<file path="config.mk">
export PLATFORM = sky130hd
export DESIGN_NAME = flwp_ctrl
export DESIGN_NICKNAME = d
export VERILOG_FILES = /design/src/rtl/flwp_pkg.sv /design/src/rtl/flwp_region.sv /design/src/rtl/flwp_timer.sv /design/src/rtl/flwp_gate.sv /design/src/rtl/flwp_ctrl.sv
export SDC_FILE = /design/constraint.sdc
export NUM_CORES = 1
export LEC_CHECK = 0
export ABC_CLOCK_PERIOD_IN_PS = 3950
export BUFFER_PORTS_ARGS = -buffer_cell sky130_fd_sc_hd__buf_2
export CORE_MARGIN = 10
export CORE_UTILIZATION = 49
export DETAILED_ROUTE_END_ITERATION = 8
export GPL_TIMING_DRIVEN = 0
export MAX_ROUTING_LAYER = met4
export PLACE_DENSITY = 0.9
export SETUP_SLACK_MARGIN = 0.1
export SYNTH_ARGS = -nofsm -noshare
export SYNTH_HDL_FRONTEND = slang
export SYNTH_SLANG_ARGS = --single-unit
</file>
<file path="constraint.sdc">
create_clock -name clk -period 3.95 [get_ports clk]
set_input_delay 0.5925 -clock clk [delete_from_list [all_inputs] [get_ports clk]]
set_output_delay 0.5925 -clock clk [all_outputs]
set_load 0.05 [all_outputs]
</file>
<file path="src/rtl/flwp_pkg.sv">
package flwp_pkg;

  typedef enum logic [2:0] {
    OP_WREN  = 3'd0,
    OP_WRDI  = 3'd1,
    OP_WRSR  = 3'd2,
    OP_PROG  = 3'd3,
    OP_SECT  = 3'd4,
    OP_BLK   = 3'd5,
    OP_CHIP  = 3'd6,
    OP_RSVD  = 3'd7
  } flwp_op_e;

  localparam int LVL_W    = 3;
  localparam int ST_BUSY  = 0;
  localparam int ST_LATCH = 1;
  localparam int ST_LVL_L = 2;
  localparam int ST_BOT   = 5;
  localparam int ST_LOCK  = 7;

  function automatic logic is_modify(flwp_op_e op);
    return (op == OP_WRSR) || (op == OP_PROG) || (op == OP_SECT) ||
           (op == OP_BLK)  || (op == OP_CHIP);
  endfunction

endpackage

</file>
<file path="src/rtl/flwp_region.sv">
module flwp_region #(
  parameter int BLK_W = 5
) (
  input  logic [2:0]       level,
  input  logic             bottom,
  input  logic [BLK_W-1:0] blk,
  output logic             hit
);
  localparam int NBLK = 1 << BLK_W;

  int unsigned span;

  always_comb begin
    if (level == 3'd0) span = 0;
    else if ((32'd1 << (level - 3'd1)) >= NBLK) span = NBLK;
    else span = 32'd1 << (level - 3'd1);
  end

  always_comb begin
    if (span == 0) hit = 1'b0;
    else if (bottom) hit = (32'(blk) < span);
    else hit = (32'(blk) >= (NBLK - span));
  end

  always_comb begin
    a_r6_level0_open: assert (!(level == 3'd0 && hit));
  end

endmodule

</file>
<file path="src/rtl/flwp_timer.sv">
module flwp_timer #(
  parameter int CNT_W = 8
) (
  input  logic             clk,
  input  logic             rst_n,
  input  logic             start,
  input  logic [CNT_W-1:0] len,
  output logic             busy,
  output logic             done
);
  logic [CNT_W-1:0] cnt;

  always_ff @(posedge clk) begin
    if (!rst_n) cnt <= '0;
    else if (start) cnt <= len;
    else if (cnt != '0) cnt <= cnt - 1'b1;
  end

  assign busy = (cnt != '0);
  assign done = (cnt == CNT_W'(1));

  a_r9_done_ends_busy: assert property (@(posedge clk) disable iff (!rst_n)
    done && !start |=> !busy);
  a_r10_no_restart: assert property (@(posedge clk) disable iff (!rst_n)
    busy |-> !start);

endmodule

</file>
<file path="src/rtl/flwp_gate.sv">
module flwp_gate
  import flwp_pkg::*;
(
  input  logic     valid,
  input  flwp_op_e op,
  input  logic     busy,
  input  logic     latch,
  input  logic     lock,
  input  logic     wp_n,
  input  logic     level_nz,
  input  logic     hit,
  output logic     grant,
  output logic     set_latch,
  output logic     clr_latch,
  output logic     start,
  output logic     wr_status
);
  logic mod_op, permitted, idle_cmd;

  assign mod_op   = is_modify(op);
  assign idle_cmd = valid && !busy;

  always_comb begin
    unique case (op)
      OP_WRSR: permitted = !(lock && !wp_n);
      OP_PROG, OP_SECT, OP_BLK: permitted = !hit;
      OP_CHIP: permitted = !level_nz;
      default: permitted = 1'b0;
    endcase
  end

  assign grant     = idle_cmd && ((op == OP_WREN) || (op == OP_WRDI) ||
                                  (mod_op && latch && permitted));
  assign set_latch = idle_cmd && (op == OP_WREN);
  assign clr_latch = idle_cmd && ((op == OP_WRDI) ||
                                  (mod_op && latch && !permitted));
  assign start     = grant && mod_op;
  assign wr_status = grant && (op == OP_WRSR);

  always_comb begin
    a_r4_needs_latch: assert (!(start && !latch));
    a_r5_hw_lock: assert (!(wr_status && lock && !wp_n));
  end

endmodule

</file>
<file path="src/rtl/flwp_ctrl.sv">
module flwp_ctrl
  import flwp_pkg::*;
#(
  parameter int ADDR_W    = 21,
  parameter int BLK_SHIFT = 16,
  parameter int T_WRSR    = 8,
  parameter int T_PROG    = 12,
  parameter int T_SECT    = 24,
  parameter int T_BLK     = 40,
  parameter int T_CHIP    = 64
) (
  input  logic              clk,
  input  logic              rst_n,
  input  logic              cmd_valid,
  output logic              cmd_ready,
  input  logic [2:0]        cmd_op,
  input  logic [ADDR_W-1:0] cmd_addr,
  input  logic [7:0]        cmd_wdata,
  input  logic              wp_n,
  output logic              resp_valid,
  output logic              resp_grant,
  output logic [7:0]        status
);
  localparam int BLK_W = ADDR_W - BLK_SHIFT;
  localparam int T_MAX = (T_CHIP > T_BLK ? T_CHIP : T_BLK) > T_SECT ?
                         (T_CHIP > T_BLK ? T_CHIP : T_BLK) : T_SECT;
  localparam int T_TOP = (T_MAX > T_PROG ? T_MAX : T_PROG) > T_WRSR ?
                         (T_MAX > T_PROG ? T_MAX : T_PROG) : T_WRSR;
  localparam int CNT_W = $clog2(T_TOP + 1);

  flwp_op_e         op;
  logic             latch, lock, bottom;
  logic [LVL_W-1:0] level;
  logic             busy, done, hit;
  logic             grant, set_latch, clr_latch, start, wr_status;
  logic [CNT_W-1:0] len;
  logic             addr_low_unused, wdata6_unused;

  assign op              = flwp_op_e'(cmd_op);
  assign cmd_ready       = 1'b1;
  assign addr_low_unused = ^cmd_addr[BLK_SHIFT-1:0];
  assign wdata6_unused   = cmd_wdata[6];

  flwp_region #(.BLK_W(BLK_W)) u_region (
    .level  (level),
    .bottom (bottom),
    .blk    (cmd_addr[ADDR_W-1:BLK_SHIFT]),
    .hit    (hit)
  );

  flwp_gate u_gate (
    .valid     (cmd_valid),
    .op        (op),
    .busy      (busy),
    .latch     (latch),
    .lock      (lock),
    .wp_n      (wp_n),
    .level_nz  (level != '0),
    .hit       (hit),
    .grant     (grant),
    .set_latch (set_latch),
    .clr_latch (clr_latch),
    .start     (start),
    .wr_status (wr_status)
  );

  always_comb begin
    unique case (op)
      OP_WRSR: len = CNT_W'(T_WRSR);
      OP_PROG: len = CNT_W'(T_PROG);
      OP_SECT: len = CNT_W'(T_SECT);
      OP_BLK:  len = CNT_W'(T_BLK);
      OP_CHIP: len = CNT_W'(T_CHIP);
      default: len = '0;
    endcase
  end

  flwp_timer #(.CNT_W(CNT_W)) u_timer (
    .clk   (clk),
    .rst_n (rst_n),
    .start (start),
    .len   (len),
    .busy  (busy),
    .done  (done)
  );

  always_ff @(posedge clk) begin
    if (!rst_n) begin
      latch      <= 1'b0;
      lock       <= 1'b0;
      bottom     <= 1'b0;
      level      <= '0;
      resp_valid <= 1'b0;
      resp_grant <= 1'b0;
    end else begin
      resp_valid <= cmd_valid;
      resp_grant <= grant;
      if (done) latch <= 1'b0;
      else if (set_latch) latch <= 1'b1;
      else if (clr_latch) latch <= 1'b0;
      if (wr_status) begin
        lock   <= cmd_wdata[ST_LOCK];
        bottom <= cmd_wdata[ST_BOT];
        level  <= cmd_wdata[ST_LVL_L +: LVL_W];
      end
    end
  end

  assign status = {lock, 1'b0, bottom, level, latch, busy};

  a_r2_one_response: assert property (@(posedge clk) disable iff (!rst_n)
    cmd_valid |=> resp_valid);
  a_r2_no_spurious: assert property (@(posedge clk) disable iff (!rst_n)
    !cmd_valid |=> !resp_valid);
  a_r10_busy_rejects: assert property (@(posedge clk) disable iff (!rst_n)
    cmd_valid && busy |=> !resp_grant);
  a_r10_busy_freezes: assert property (@(posedge clk) disable iff (!rst_n)
    busy |=> $stable(status[7:2]) || !status[ST_LATCH]);
  a_r9_latch_clear_at_end: assert property (@(posedge clk) disable iff (!rst_n)
    $fell(busy) |-> !latch);
  a_r6_region_rejects: assert property (@(posedge clk) disable iff (!rst_n)
    cmd_valid && hit && (op == OP_PROG || op == OP_SECT || op == OP_BLK)
    |=> !resp_grant);
  a_r7_chip_guard: assert property (@(posedge clk) disable iff (!rst_n)
    cmd_valid && op == OP_CHIP && level != '0 |=> !resp_grant);
  a_r11_bit6_zero: assert property (@(posedge clk) disable iff (!rst_n)
    !status[6]);

endmodule

</file>
Word level (Yosys, flattened, before mapping) --
Cells that the tools add are included.
Operators by class: add/sub/neg operators 3, magnitude comparators 3, equality and inequality tests 7, shift operators 1, muxes and demuxes 10, bitwise gates (word level) 1, reductions and logical operators 32
Operators by type and width (number):
- $mux W32 | 2
- $pmux W7 S5 | 1
- $ge A32 B6 Y1 const B | 1
- $ge A5 B32 Y1 | 1
- $logic_not A32 Y1 | 1
- $lt A5 B32 Y1 | 1
- $shl A1 B3 Y32 const A | 1
- $sub A6 B32 Y32 const A | 1
- $mux W7 | 2
- $logic_and A1 B1 Y1 | 10
- $eq A3 B3 Y1 const B | 3
- $eq A7 B1 Y1 const B | 1
- $logic_or A1 B1 Y1 | 7
- $reduce_bool A7 Y1 | 1
- $sub A7 B1 Y7 const B | 1
- $eq A3 B2 Y1 const B | 2
- $logic_not A1 Y1 | 6
- $logic_not A3 Y1 | 2
- $mux W1 | 4
- $reduce_bool A2 Y1 | 2
- $eq A3 B1 Y1 const B | 1
- $pmux W1 S3 | 1
- $reduce_bool A3 Y1 | 1
- $reduce_or A3 Y1 | 1
- 3 further kinds | 3
Storage, ports and cells: bits in registers 15, input bits 36, logic and storage cells 64

Depth between registers and ports, before layout --
Gate-level depths: netlist of run 1.
depth after elaboration 17, gate-level depth with buffers 12

By module --
Synthesis of run 1 repeated with hierarchy kept, for this count alone.
Second synthesis, totals: cell total of the unflattened synthesis 197, area total of the unflattened synthesis 1602.8 sq um
By module, submodules not included:
- flwp_region | times used 1, cells an instance 77, area each 566.8 sq um, seq. area each 0.0 sq um
- flwp_timer | times used 1, cells an instance 52, area each 440.4 sq um, seq. area each 140.1 sq um
- flwp_ctrl | times used 1, cells an instance 40, area each 384.1 sq um, seq. area each 160.2 sq um
- flwp_gate | times used 1, cells an instance 28, area each 211.5 sq um, seq. area each 0.0 sq um

Worst setup path after synthesis of run 1 --
Ideal clock, no wire load.
kind register to register, start point register level[1], end point register u_timer.cnt[3], setup time 0.079 ns, data arrival time 3.257 ns, setup slack 0.613 ns, cell stages (with the launch flop) 12, buffers on the path 1, clock period less this slack 3.337 ns, path through dfxtp_1 clkbuf_1 or3b_2 ha_1 xnor2_1 ha_1 a2111oi_0 o21ai_0 a31oi_2 a31o_2 a22oi_2 a211oi_2
On the way: cells in the longest elaborated chain, start to end 16, elaborated cells on any way between the ends 22, those cells by class add/sub (2); order compare (3); shift (1); mux (6); reduce/logical (10)
Ends and longest elaborated chain:
- start: declaration | RTL line flwp_ctrl.sv:33 | logic [LVL_W-1:0] level;
- start signal: assignment | RTL line flwp_ctrl.sv:104 | level <= cmd_wdata[ST_LVL_L +: LVL_W];
- $sub A3 B1 Y3 | RTL line flwp_region.sv:15, flwp_region.sv:16
- $shl A1 B3 Y32 | RTL line flwp_region.sv:15, flwp_region.sv:16
- $ge A32 B6 Y1 | RTL line flwp_region.sv:15 | else if ((32'd1 << (level - 3'd1)) >= NBLK) span = NBLK;
- $mux W32 | RTL line flwp_region.sv:15
- $mux W32 | RTL line flwp_region.sv:14 | if (level == 3'd0) span = 0;
- $sub A6 B32 Y32 | RTL line flwp_region.sv:22 | else hit = (32'(blk) >= (NBLK - span));
- $ge A5 B32 Y1 | RTL line flwp_region.sv:22
- $mux W1 | RTL line flwp_region.sv:21 | else if (bottom) hit = (32'(blk) < span);
- $mux W1 | RTL line flwp_region.sv:20 | if (span == 0) hit = 1'b0;
- $logic_not A1 Y1 | RTL line flwp_gate.sv:26 | OP_PROG, OP_SECT, OP_BLK: permitted = !hit;
- $pmux W1 S3 (*) | RTL line flwp_gate.sv:24 | unique case (op)
- $logic_and A1 B1 Y1 (*) | RTL line flwp_gate.sv:33 | (mod_op && latch && permitted));
- $logic_or A1 B1 Y1 (*) | RTL line flwp_gate.sv:32 | assign grant = idle_cmd && ((op == OP_WREN) || (op == OP_WRDI) ||
- $logic_and A1 B1 Y1 (*) | RTL line flwp_gate.sv:32
- $logic_and A1 B1 Y1 (*) | RTL line flwp_gate.sv:37 | assign start = grant && mod_op;
- $mux W7 or $reduce_bool A2 Y1 (tied branches)
- end signal: assignment | RTL line flwp_timer.sv:15 | else if (start) cnt <= len;
- end signal: assignment | RTL line flwp_timer.sv:16 | else if (cnt != '0) cnt <= cnt - 1'b1;
- end: declaration | RTL line flwp_timer.sv:11 | logic [CNT_W-1:0] cnt;
Every way passes the cells marked *; elsewhere a longest branch is shown, timed or not. A chain may end at the register's enable or synchronous reset.

Worst setup path in the final report of run 1 --
Same ends and word-level chain as after synthesis.

==> impl_summary.log, run 1 <==
INFO  metric largest_net_degree_at_the_start_of_global_routing = 11
INFO  metric cts_hold_repair.buffers = 0
INFO  metric clock_buffer_count_from_cts = 3
INFO  metric yosys.area.top_type = dfxtp_1
INFO  metric finalWeightedCongestion = 0.853
INFO  metric crit-reg2reg-launch = level[1]
INFO  metric power.sequential.fraction = 31.9%
INFO  metric reg2reg_to = u_timer.cnt[3]
INFO  metric pwr_cell_area = 436 nW/um^2
INFO  metric proportion_of_power_drawn_by_combinational_gates = 54.4%
INFO  metric clk_root_buffer_cell = clkbuf_4
INFO  metric design.die.area = 5090 sq um
INFO  metric crit_path_start_kind = flop
INFO  metric irDropWorstVdd = 0.423 mV
INFO  metric buffer_ports.inserted = 25
INFO  metric hold_path.startpoint = u_timer.cnt[6]
INFO  metric cp_max_fo = 10
INFO  metric ioPinCount = 47
INFO  metric cp.arrival = 3.68 ns
INFO  metric tritoncts_num_sinks = 15
INFO  metric htreeDepth = 1
INFO  metric internal_dissipation = 362 uW
INFO  metric holdPathStages = 2
INFO  metric effective_utilization_at_floorplan = 51.7%
INFO  metric clkLatencyLatePin = 0.28 ns
INFO  metric max-clock-path-buffers = 2
INFO  metric rows = 18
INFO  metric width_of_the_chip = 71.3 microns
INFO  metric design.final.nets = 239
INFO  metric die_h = 71.3 microns
INFO  metric track_usage = 11.6%
INFO  metric synth.top_cell.area_share = 23.3%
INFO  metric antenna-diode-count = 0
INFO  metric min-delay-path-class = reg -> reg
INFO  metric grt_antenna_before_repair = 0
INFO  metric ys_warn_count = 0
INFO  metric grt_pass1_vias = 1171
INFO  metric ctsResizeCount = 0
INFO  metric p_sw = 287 uW
INFO  metric vias = 1203
INFO  metric global_route.overflow_total = 0
INFO  metric post-dp-hpwl = 2330 microns
INFO  metric unique_cell_type_count_in_the_yosys_netlist = 49
INFO  metric cellLeakagePower = 0.000643 uW
INFO  metric worst_hold_path.endpoint = u_timer.cnt[6]
INFO  metric setup_tns = 0 ns
INFO  metric wl = 2860 microns
INFO  metric most_frequent_cells_after_synthesis = dfxtp_1, ha_1, inv_1, a21oi_1, nor2_1
INFO  metric post_route_cells_drive_above_1_share = 27.3%
INFO  metric skew = 0.00372 ns
INFO  metric timing.fmax = 288 MHz
INFO  metric fin_ws = 0.479 ns
INFO  metric critPathRequiredTime = 4.16 ns
INFO  metric reg2regPathDepth = 12
INFO  metric wire_per_inst = 13.2 microns
INFO  metric final_antenna_net_count = 0
INFO  metric synth.ff_latch_count = 15
INFO  metric report.final.setup_viol = 0
INFO  metric ff2ff_setup_slack = 0.48 ns
INFO  metric outcome = completed
INFO  metric final_hold_viol_count = 0
INFO  metric avgSynthCellArea = 8.28 sq um
INFO  metric async_reset_ff_share = 0%
INFO  metric netlist_area = 1290 sq um
INFO  metric synth.yosys.seq_area_share = 23.3%
INFO  metric synth_enable_flop_cells = 0
INFO  metric synthesized_netlist_cell_count = 156
INFO  metric p_sw_share = 44.2%
INFO  metric areaGrowthSynthToFinish = 15.2%
INFO  metric period_needed = 3.47 ns
INFO  metric post_cts_setup_buffer_count = 0
INFO  metric vias_per_cell = 5.54
INFO  metric preCtsSetupSlack = 0.475 ns
INFO  metric grt_setup_unrepaired = no
INFO  metric report.final.slew_viol_count = 0
INFO  metric global_route_wire_length_before_repair = 4950 microns
INFO  metric clock_power_share = 13.7%
INFO  metric type_of_destination_of_the_critical_path = flop
INFO  metric synth_top_flop_cell = dfxtp_1
INFO  metric design.core.area = 2500 sq um
INFO  metric firstDrtPassIters = 4
INFO  metric detail_route.drc_violations = 0
INFO  metric worstSetupPathType = reg -> reg
INFO  metric clkTransAtPathRegs = 0.09 ns
INFO  metric drt_iter0_markers = 84
INFO  metric yosys-top-cells-area = dfxtp_1, ha_1, a21oi_1
INFO  metric cts_tree = built
INFO  metric finalCritPeriodShare = 87.9%
INFO  metric cap_viol_max_count = 0
[sequential cells by signal (all words and copies together), names as in the netlist]
signal / flops
bottom: 1
latch: 1
level: 3
lock: 1
resp_valid: 1
resp_grant: 1
u_timer.cnt: 7
[routing by layer]
layer / routed length [microns] / part of all wire [%] / vias to the layer above / GRT usage, %
met5: 0 / 0 / - / -
met2: 1470 / 51 / 27 / 20.9
met4: 14 / 0.49 / 0 / 1.72
li1: - / - / 613 / -
met1: 1200 / 42 / 561 / 12.1
met3: 180 / 6.3 / 2 / 4.13
[metrics by stage]
stage	total power, uW	std cells	utilization (%)	instance area, sq um	hold WS, ns
after detailed placement	561	213	58.5	1460	0.469
final	649	217	59.5	1490	0.474
after global placement	548	213	58.5	1460	0.464
after CTS	650	217	59.5	1490	0.482
after floorplan	493	158	-	1300	0.449
after global routing	704	217	59.5	1490	0.515
[worst max-delay path: stages, from the launching register on]
cell	delay, ns
dfxtp_1	0.41
clkbuf_1	0.32
or3b_2	0.50
ha_1	0.28
nand3_1	0.09
o21ai_0	0.09
ha_1	0.20
a2111oi_0	0.38
o21ai_0	0.22
a31oi_2	0.32
a31o_2	0.30
a22oi_2	0.08
a211oi_2	0.20
[power by group through the flow]
stage	logic (uW)	clock network (uW)	registers (uW)
6_report	353	89.2	207
2_1_floorplan	283	0	210
5_1_grt	395	97.7	211
4_1_cts	354	90.9	206
3_5_place_dp	352	0	209
3_3_place_gp	340	0	208
[worst max-delay path by stage]
| stage | start | slack (ns) | to | cells past startpoint |
|---|---|---|---|---|
| floorplan | level[1] | 0.61 | u_timer.cnt[3] | 11 |
| global placement | level[1] | 0.54 | u_timer.cnt[3] | 11 |
| detailed placement | level[1] | 0.48 | u_timer.cnt[3] | 11 |
| CTS | level[1] | 0.45 | u_timer.cnt[3] | 12 |
| global route | level[1] | 0.14 | u_timer.cnt[4] | 11 |
| finish | level[1] | 0.48 | u_timer.cnt[3] | 12 |
[layout make-up]
cell class / instances / area [sq um]
sequential: 15 / 300
buffer: 11 / 72.6
fill: 238 / 1010
clock buffer: 4 / 26.3
inverter: 15 / 56.3
multi-input combinational: 117 / 870
tap: 30 / 37.5
timing repair buffer: 25 / 125
[cells by family after synthesis]
family / count (synthesis) / share of synthesized area, %
xor gates and xnor gates: 4 / 2.71
adders and majority gates: 15 / 14.5
buffers and inverters: 26 / 9.98
DFF: 15 / 23.3
other: 2 / 0.582
and+or+nand+nor: 50 / 23.1
AOI/OAI and AO/OA: 44 / 25.9
[cells in the final DEF, fill, tap and decap left out, drive strengths merged, types with 2 or more instances in the layout]
master / synthesis / layout
a211oi: 2 / 2
a21oi: 13 / 13
a31oi: 4 / 4
buf: 8 / 33
clkbuf: 3 / 7
conb: 2 / 4
dfxtp: 15 / 15
ha: 15 / 15
inv: 15 / 15
nand2: 7 / 7
nand2b: 4 / 4
nand3: 8 / 8
nand3b: 3 / 3
nor2: 10 / 10
nor3: 5 / 5
nor4: 4 / 4
o21ai: 12 / 12
or3b: 2 / 2
xnor2: 3 / 3
Note: power is estimated with default switching activity, not from simulation.
==> inputs of run 2 (changes only) <==
--- a/config.mk
+++ b/config.mk
@@ -5,14 +5,16 @@
 export SDC_FILE = /design/constraint.sdc
 export NUM_CORES = 1
 export LEC_CHECK = 0
+export ABC_AREA = 1
 export ABC_CLOCK_PERIOD_IN_PS = 3950
 export BUFFER_PORTS_ARGS = -buffer_cell sky130_fd_sc_hd__buf_2
 export CORE_MARGIN = 10
-export CORE_UTILIZATION = 49
+export CORE_UTILIZATION = 50
 export DETAILED_ROUTE_END_ITERATION = 8
 export GPL_TIMING_DRIVEN = 0
 export MAX_ROUTING_LAYER = met4
-export PLACE_DENSITY = 0.9
+export PLACE_DENSITY = 0.91
+export RECOVER_POWER = 25
 export SETUP_SLACK_MARGIN = 0.1
 export SYNTH_ARGS = -nofsm -noshare
 export SYNTH_HDL_FRONTEND = slang
==> impl_summary.log, run 2 <==
INFO  metric outcome = completed
INFO  metric cts_hold_repair.buffers = 0
INFO  metric unique_cell_type_count_in_the_yosys_netlist = 30
INFO  metric wl = 2870 microns
INFO  metric synth_enable_flop_cells = 0
INFO  metric clk_root_buffer_cell = clkbuf_4
INFO  metric final_hold_viol_count = 0
INFO  metric report.final.setup_viol = 0
INFO  metric netlist_area = 1370 sq um
INFO  metric slew_headroom = 59.9%
INFO  metric drt_iter0_markers = 95
INFO  metric width_of_the_chip = 72.4 microns
INFO  metric type_of_destination_of_the_critical_path = flop
INFO  metric cp_max_fo = 6
INFO  metric setup_tns = 0 ns
INFO  metric period_needed = 2.81 ns
INFO  metric async_reset_ff_share = 0%
INFO  metric synth_top_flop_cell = dfxtp_1
INFO  metric yosys-top-cells-area = dfxtp_1, ha_1, nand2_1
INFO  metric report.final.slew_viol_count = 0
INFO  metric clock_buffer_count_from_cts = 3
INFO  metric fraction_of_synthesized_area_in_multiplexers = 0%
INFO  metric crit_path_start_kind = flop
INFO  metric post_route_cells_drive_above_1_share = 26.5%
INFO  metric min-delay-path-class = reg -> reg
INFO  metric cp.arrival = 3.04 ns
INFO  metric grt_setup_unrepaired = no
INFO  metric synth_adder_area_share = 13.7%
INFO  metric vias_per_cell = 4.91
INFO  metric design.final.nets = 278
INFO  metric cellLeakagePower = 0.000814 uW
INFO  metric ctsResizeCount = 0
INFO  metric finalCritPeriodShare = 71.0%
INFO  metric track_usage = 11.4%
INFO  metric post_cts_setup_buffer_count = 0
INFO  metric largest_register_ff_count = 7
INFO  metric ys_warn_count = 0
INFO  metric skew = 0.00187 ns
INFO  metric pwr_cell_area = 440 nW/um^2
INFO  metric vias = 1256
INFO  metric mostFrequentLayoutCell = nand2_1
INFO  metric post-dp-hpwl = 2350 microns
INFO  metric final_cell_count_no_fill = 256
INFO  metric avgSynthCellArea = 7.05 sq um
INFO  metric effective_utilization_at_floorplan = 54.0%
INFO  metric global_route_wire_length_before_repair = 4950 microns
INFO  metric cts_tree = built
INFO  metric antenna-diode-count = 0
INFO  metric ioPinCount = 47
INFO  metric post_synth_simple_gate_area = 41.8%
INFO  metric worst_pin_slew = 0.604 ns
INFO  metric synth_top_family_by_area = simple AND/OR/NAND/NOR gates
INFO  metric htreeDepth = 1
INFO  metric clkLatencyLatePin = 0.29 ns
INFO  metric max-clock-path-buffers = 2
INFO  metric detail_route.drc_violations = 0
INFO  metric post_synth_xor_xnor_area = 3.19%
INFO  metric irDropWorstVdd = 0.351 mV
INFO  metric finalHoldWorstSlack = 0.485 ns
INFO  metric synth.yosys.seq_area_share = 21.9%
INFO  metric clkTransAtPathRegs = 0.09 ns
INFO  metric most-common-layout-cells = nand2_1, inv_1, buf_2, nor2_1
INFO  metric yosys.area.top_type = dfxtp_1
INFO  metric synth.top_cell.area_share = 21.9%
INFO  metric grt_antenna_before_repair = 0
INFO  metric die_h = 72.4 microns
INFO  metric design.core.area = 2540 sq um
INFO  metric largest_net_degree_at_the_start_of_global_routing = 11
INFO  metric design.die.area = 5240 sq um
INFO  metric areaGrowthSynthToFinish = 13.8%
INFO  metric most_frequent_cells_after_synthesis = nand2_1, inv_1, nor2_1, dfxtp_1, ha_1
INFO  metric finalWeightedCongestion = 0.861
INFO  metric tritoncts_num_sinks = 15
INFO  metric top_register = u_timer.cnt
INFO  metric buffer_ports.inserted = 25
INFO  metric synth.most_common_cell = nand2_1
INFO  metric rows = 18
INFO  metric reg2regPathDepth = 22
INFO  metric grt_pass1_vias = 1195
INFO  metric fraction_of_the_mapped_netlist_area_in_compound_gates = 7.92%
INFO  metric final_antenna_net_count = 0
INFO  metric finish.utilization = 61.4%
INFO  metric timing.fmax = 356 MHz
INFO  metric largestRegisters = u_timer.cnt (7), level (3)
INFO  metric global_route.overflow_total = 0
INFO  metric synth.ff_latch_count = 15
INFO  metric firstDrtPassIters = 4
INFO  metric wire_per_inst = 11.2 microns
INFO  metric synthesized_netlist_cell_count = 195
INFO  metric final.fill_count = 237
INFO  metric cap_viol_max_count = 0
INFO  metric worstSetupPathType = reg -> reg
INFO  metric placed_cells = 252
INFO  metric critPathRequiredTime = 4.18 ns
INFO  metric holdPathStages = 2
run 2: cell count changes in the layout (fill, tap and decap cells not counted), sizes merged, moves of 6 or more:
cell,previous run,this run
nand2,7,57
nor2,10,22
inv,15,25
nand3,8,15
o21ai,12,5
buf,33,27
run 2: critical path, stage by stage (launching register included):
cell     delay (ns)
dfxtp_1        0.48
inv_1          0.11
nor3_1         0.26
inv_1          0.08
ha_1           0.22
inv_1          0.09
xor2_1         0.14
ha_1           0.24
nand2_1        0.10
inv_1          0.05
nand2_1        0.06
nand2_1        0.04
nand2_1        0.06
nand2_1        0.04
nand2_1        0.06
nand3_2        0.06
nand3_2        0.09
nand3_2        0.09
nand2_4        0.12
nand2_4        0.09
nand2_4        0.07
nand2_4        0.06
a21oi_2        0.12
run 2: metrics by stage:
stage / power [uW] / setup slack [ns] / area, sq um
after floorplan: 532 / 1.17 / 1380
after global placement: 588 / 1.35 / 1540
after detailed placement: 597 / 1.22 / 1540
after CTS: 691 / 1.18 / 1570
after global routing: 746 / 0.852 / 1560
final: 688 / 1.14 / 1560
run 2: report_power, final:
part | switching (uW) | internal, uW
clock | 53.4 | 39.3
combinational | 230 | 152
sequential | 30.4 | 182
total | 314 | 374
run 2: final timing paths:
check / from / to / slack [ns]
worst max-delay path: level[0] / u_timer.cnt[3] / 1.14
worst min-delay path: u_timer.cnt[1] / u_timer.cnt[1] / 0.48
worst max register to register: level[0] / u_timer.cnt[3] / 1.14
worst min register to register: u_timer.cnt[1] / u_timer.cnt[1] / 0.48
run 2: cell type report:
type / count / area, sq um / area share (%)
Inverter: 25 / 93.8 / 6.00
Clock buffer: 4 / 26.3 / 1.68
Buffer: 8 / 56.3 / 3.60
Multi-Input combinational cell: 149 / 930 / 59.5
Tap cell: 30 / 37.5 / 2.40
Sequential cell: 15 / 300 / 19.2
Timing Repair Buffer: 25 / 119 / 7.61
run 2: kinds of logic after synthesis:
family / after synthesis
compound gates: 17
xor+xnor: 5
fa+ha+maj: 15
other cells: 2
flops: 15
buf+inv: 33
simple gates: 108
run 2: metal layers:
layer / global-route usage, % / routed length [microns]
met4: 4.01 / 44
met3: 2.18 / 207
met1: 13.7 / 1380
met2: 18.4 / 1250
met5: - / 0
==> inputs of run 3 (changes only) <==
--- a/config.mk
+++ b/config.mk
@@ -6,14 +6,14 @@
 export NUM_CORES = 1
 export LEC_CHECK = 0
 export ABC_AREA = 1
-export ABC_CLOCK_PERIOD_IN_PS = 3950
+export ABC_CLOCK_PERIOD_IN_PS = 2400
 export BUFFER_PORTS_ARGS = -buffer_cell sky130_fd_sc_hd__buf_2
 export CORE_MARGIN = 10
-export CORE_UTILIZATION = 50
+export CORE_UTILIZATION = 45
 export DETAILED_ROUTE_END_ITERATION = 8
 export GPL_TIMING_DRIVEN = 0
 export MAX_ROUTING_LAYER = met4
-export PLACE_DENSITY = 0.91
+export PLACE_DENSITY = 0.87
 export RECOVER_POWER = 25
 export SETUP_SLACK_MARGIN = 0.1
 export SYNTH_ARGS = -nofsm -noshare
==> constraint.sdc (replaced) <==
create_clock -name clk -period 2.4 [get_ports clk]
set_input_delay 0.36 -clock clk [delete_from_list [all_inputs] [get_ports clk]]
set_output_delay 0.36 -clock clk [all_outputs]
set_load 0.05 [all_outputs]
==> impl_summary.log, run 3 (synthesized netlist as in run 2, its figures left out) <==
INFO  metric outcome = finished, violations left
INFO  metric violations = negative setup slack
INFO  metric largest_register_ff_count = 7
INFO  metric largestRegisters = u_timer.cnt (7), level (3)
INFO  metric clock_buffer_count_from_cts = 3
INFO  metric type_of_destination_of_the_critical_path = flop
INFO  metric clkLatencyLatePin = 0.29 ns
INFO  metric max-clock-path-buffers = 2
INFO  metric timing.fmax = 406 MHz
INFO  metric finalCritPeriodShare = 103%
INFO  metric mostFrequentLayoutCell = nand2_1
INFO  metric worst_hold_path.endpoint = resp_valid
INFO  metric reg2regPathDepth = 21
INFO  metric min-delay-path-class = in -> reg
INFO  metric internal_dissipation = 625 uW
INFO  metric power.sequential.fraction = 29.6%
INFO  metric fin_ws = -0.0609 ns
INFO  metric top_layer_in_use = met4
INFO  metric final_hold_viol_count = 0
INFO  metric met1_length = 1590 microns
INFO  metric areaGrowthSynthToFinish = 26.2%
INFO  metric met3_wirelength = 154 microns
INFO  metric p_sw_share = 46.5%
INFO  metric wire_per_inst = 12.6 microns
INFO  metric cts_tree = built
INFO  metric ff2ff_setup_slack = -0.06 ns
INFO  metric final_cell_count_no_fill = 265
INFO  metric finish.utilization = 61.3%
INFO  metric holdPathStages = 3
INFO  metric worst_path_most_repeated_cell = nand2_1
INFO  metric worstSetupPathType = reg -> reg
INFO  metric period_needed = 2.46 ns
INFO  metric grt_pass1_vias = 1321
INFO  metric pwr_cell_area = 673 nW/um^2
INFO  metric global_route.overflow_total = 0
INFO  metric most-common-layout-cells = nand2_1, buf_2, inv_1, nor2_1
INFO  metric wl_met2 = 1520 microns
INFO  metric antenna-diode-count = 0
INFO  metric design.final.nets = 286
INFO  metric cpPeakStageDelay = 0.39 ns
INFO  metric crit_path_start_kind = flop
INFO  metric critical-path-slowest-cell = dfxtp_4
INFO  metric critPathRequiredTime = 2.64 ns
INFO  metric drt_iter0_markers = 63
INFO  metric hold_path.startpoint = cmd_valid
INFO  metric htreeDepth = 1
INFO  metric tritoncts_num_sinks = 15
INFO  metric track_usage = 12.6%
INFO  metric path_delay_family = simple AND/OR/NAND/NOR gates
INFO  metric global_route_wire_length_before_repair = 5530 microns
INFO  metric cp_num_buf_inv = 3
INFO  metric clkTransAtPathRegs = 0.09 ns
INFO  metric clk_root_buffer_cell = clkbuf_4
INFO  metric post-dp-hpwl = 2400 microns
INFO  metric proportion_of_power_drawn_by_combinational_gates = 57.4%
INFO  metric path_cells = inv_2 -> nand3_2 -> ha_4 -> inv_2 -> xor2_1 -> ha_1 -> nand2_2 -> inv_2 -> nand2_1 -> nand2_1 -> nand2_1 -> nand2_1 -> nand2_1 -> nand3_2 -> nand3_2 -> nand3_4 -> nand2_8 -> nand2_8 -> nand2_4 -> nand2_4 -> a21oi_2
INFO  metric cts_hold_repair.buffers = 0
INFO  metric ioPinCount = 47
INFO  metric detail_route.drc_violations = 0
INFO  metric effective_utilization_at_floorplan = 48.6%
INFO  metric die_h = 75.3 microns
INFO  metric grt_setup_unrepaired = yes
INFO  metric cp_max_fo = 8
INFO  metric rows = 19
INFO  metric wl = 3340 microns
INFO  metric design.core.area = 2830 sq um
INFO  metric finalWeightedCongestion = 0.861
INFO  metric largest_net_degree_at_the_start_of_global_routing = 11
INFO  metric vias = 1328
INFO  metric cp.arrival = 2.70 ns
INFO  metric clock_power_share = 13.0%
INFO  metric reg2reg_to = u_timer.cnt[5]
INFO  metric report.final.slew_viol_count = 0
INFO  metric final_antenna_net_count = 0
INFO  metric grt_antenna_before_repair = 0
INFO  metric width_of_the_chip = 75.3 microns
INFO  metric skew = 0.00298 ns
INFO  metric p_sw = 543 uW
INFO  metric top_register = u_timer.cnt
INFO  metric design.die.area = 5660 sq um
INFO  metric cap_viol_max_count = 0
INFO  metric placed_cells = 253
INFO  metric irDropWorstVdd = 0.379 mV
INFO  metric cellLeakagePower = 0.000871 uW
INFO  metric firstDrtPassIters = 4
INFO  metric buffer_ports.inserted = 25
INFO  metric report.final.setup_viol = 9
INFO  metric crit-reg2reg-launch = level[2]
INFO  metric post_route_cells_drive_above_1_share = 39.7%
INFO  metric vias_per_cell = 5.01
run 3: cell count changes in the layout (fill, tap and decap cells not counted), moves of 3 or more:
cell,delta
nand2_1,-5
inv_1,-4
dfxtp_4,+3
nand2_8,+3
buf_4,+7
clkbuf_1,-7
buf_2,+6
dfxtp_1,-3
inv_2,+3
nand2_2,+5
run 3: worst reg2reg max path: stages (launching register included):
cell and delay [ns]:
dfxtp_4 0.39, inv_2 0.13, nand3_2 0.13, ha_4 0.19
inv_2 0.06, xor2_1 0.15, ha_1 0.26, nand2_2 0.09
inv_2 0.03, nand2_1 0.05, nand2_1 0.05, nand2_1 0.06
nand2_1 0.04, nand2_1 0.07, nand3_2 0.06, nand3_2 0.09
nand3_4 0.10, nand2_8 0.15, nand2_8 0.08, nand2_4 0.07
nand2_4 0.06, a21oi_2 0.11
run 3: timing repair:
action | in CTS | in global routing
pin swaps | 2 | 9
gates resized for setup | 2 | 13
setup buffers | 6 | 2
cloned | 0 | 1
setup endpoints to repair | 12 | 14
run 3: metrics by stage:
stage | power, uW | cell area, sq um | hold slack [ns] | worst slack (ns) | TNS (ns)
finish | 1170 | 1730 | 0.262 | -0.0609 | -0.322
global route | 1270 | 1730 | 0.286 | -0.303 | -3.28
floorplan | 874 | 1420 | 0.452 | 0.0487 | 0
global placement | 970 | 1590 | 0.469 | 0.00946 | 0
detailed placement | 984 | 1590 | 0.473 | -0.0445 | -0.213
CTS | 1150 | 1670 | 0.264 | 0.0109 | 0
run 3: layout make-up:
cell class | count | area, sq um
Buffer | 7 | 50.0
Clock buffer | 3 | 22.5
Clock inverter | 1 | 5.00
Fill cell | 234 | 1090
Inverter | 25 | 96.3
Multi-Input combinational cell | 150 | 1020
Sequential cell | 15 | 312
Tap cell | 31 | 38.8
Timing Repair Buffer | 33 | 185
run 3: layer usage:
layer	track usage [%]	up-vias
met2	20.0	27
met1	15.4	591
met4	4.12	0
met5	-	-
li1	-	702
met3	2.76	8
run 3: worst max path at each step:
stage | startpoint | end | slack (ns) | cells past startpoint
floorplan | level[0] | u_timer.cnt[2] | 0.05 | 22
global placement | level[0] | u_timer.cnt[3] | 0.009 | 21
detailed placement | level[0] | u_timer.cnt[3] | -0.04 | 22
CTS | level[1] | u_timer.cnt[5] | 0.01 | 22
global route | level[1] | u_timer.cnt[5] | -0.30 | 21
finish | level[2] | u_timer.cnt[5] | -0.06 | 21
run 3: power groups by stage:
stage / clock, uW / sequential, uW / combinational, uW
2_1_floorplan: 0 / 352 / 522
3_3_place_gp: 0 / 349 / 620
3_5_place_dp: 0 / 351 / 632
4_1_cts: 157 / 345 / 644
5_1_grt: 164 / 352 / 753
6_report: 152 / 345 / 670
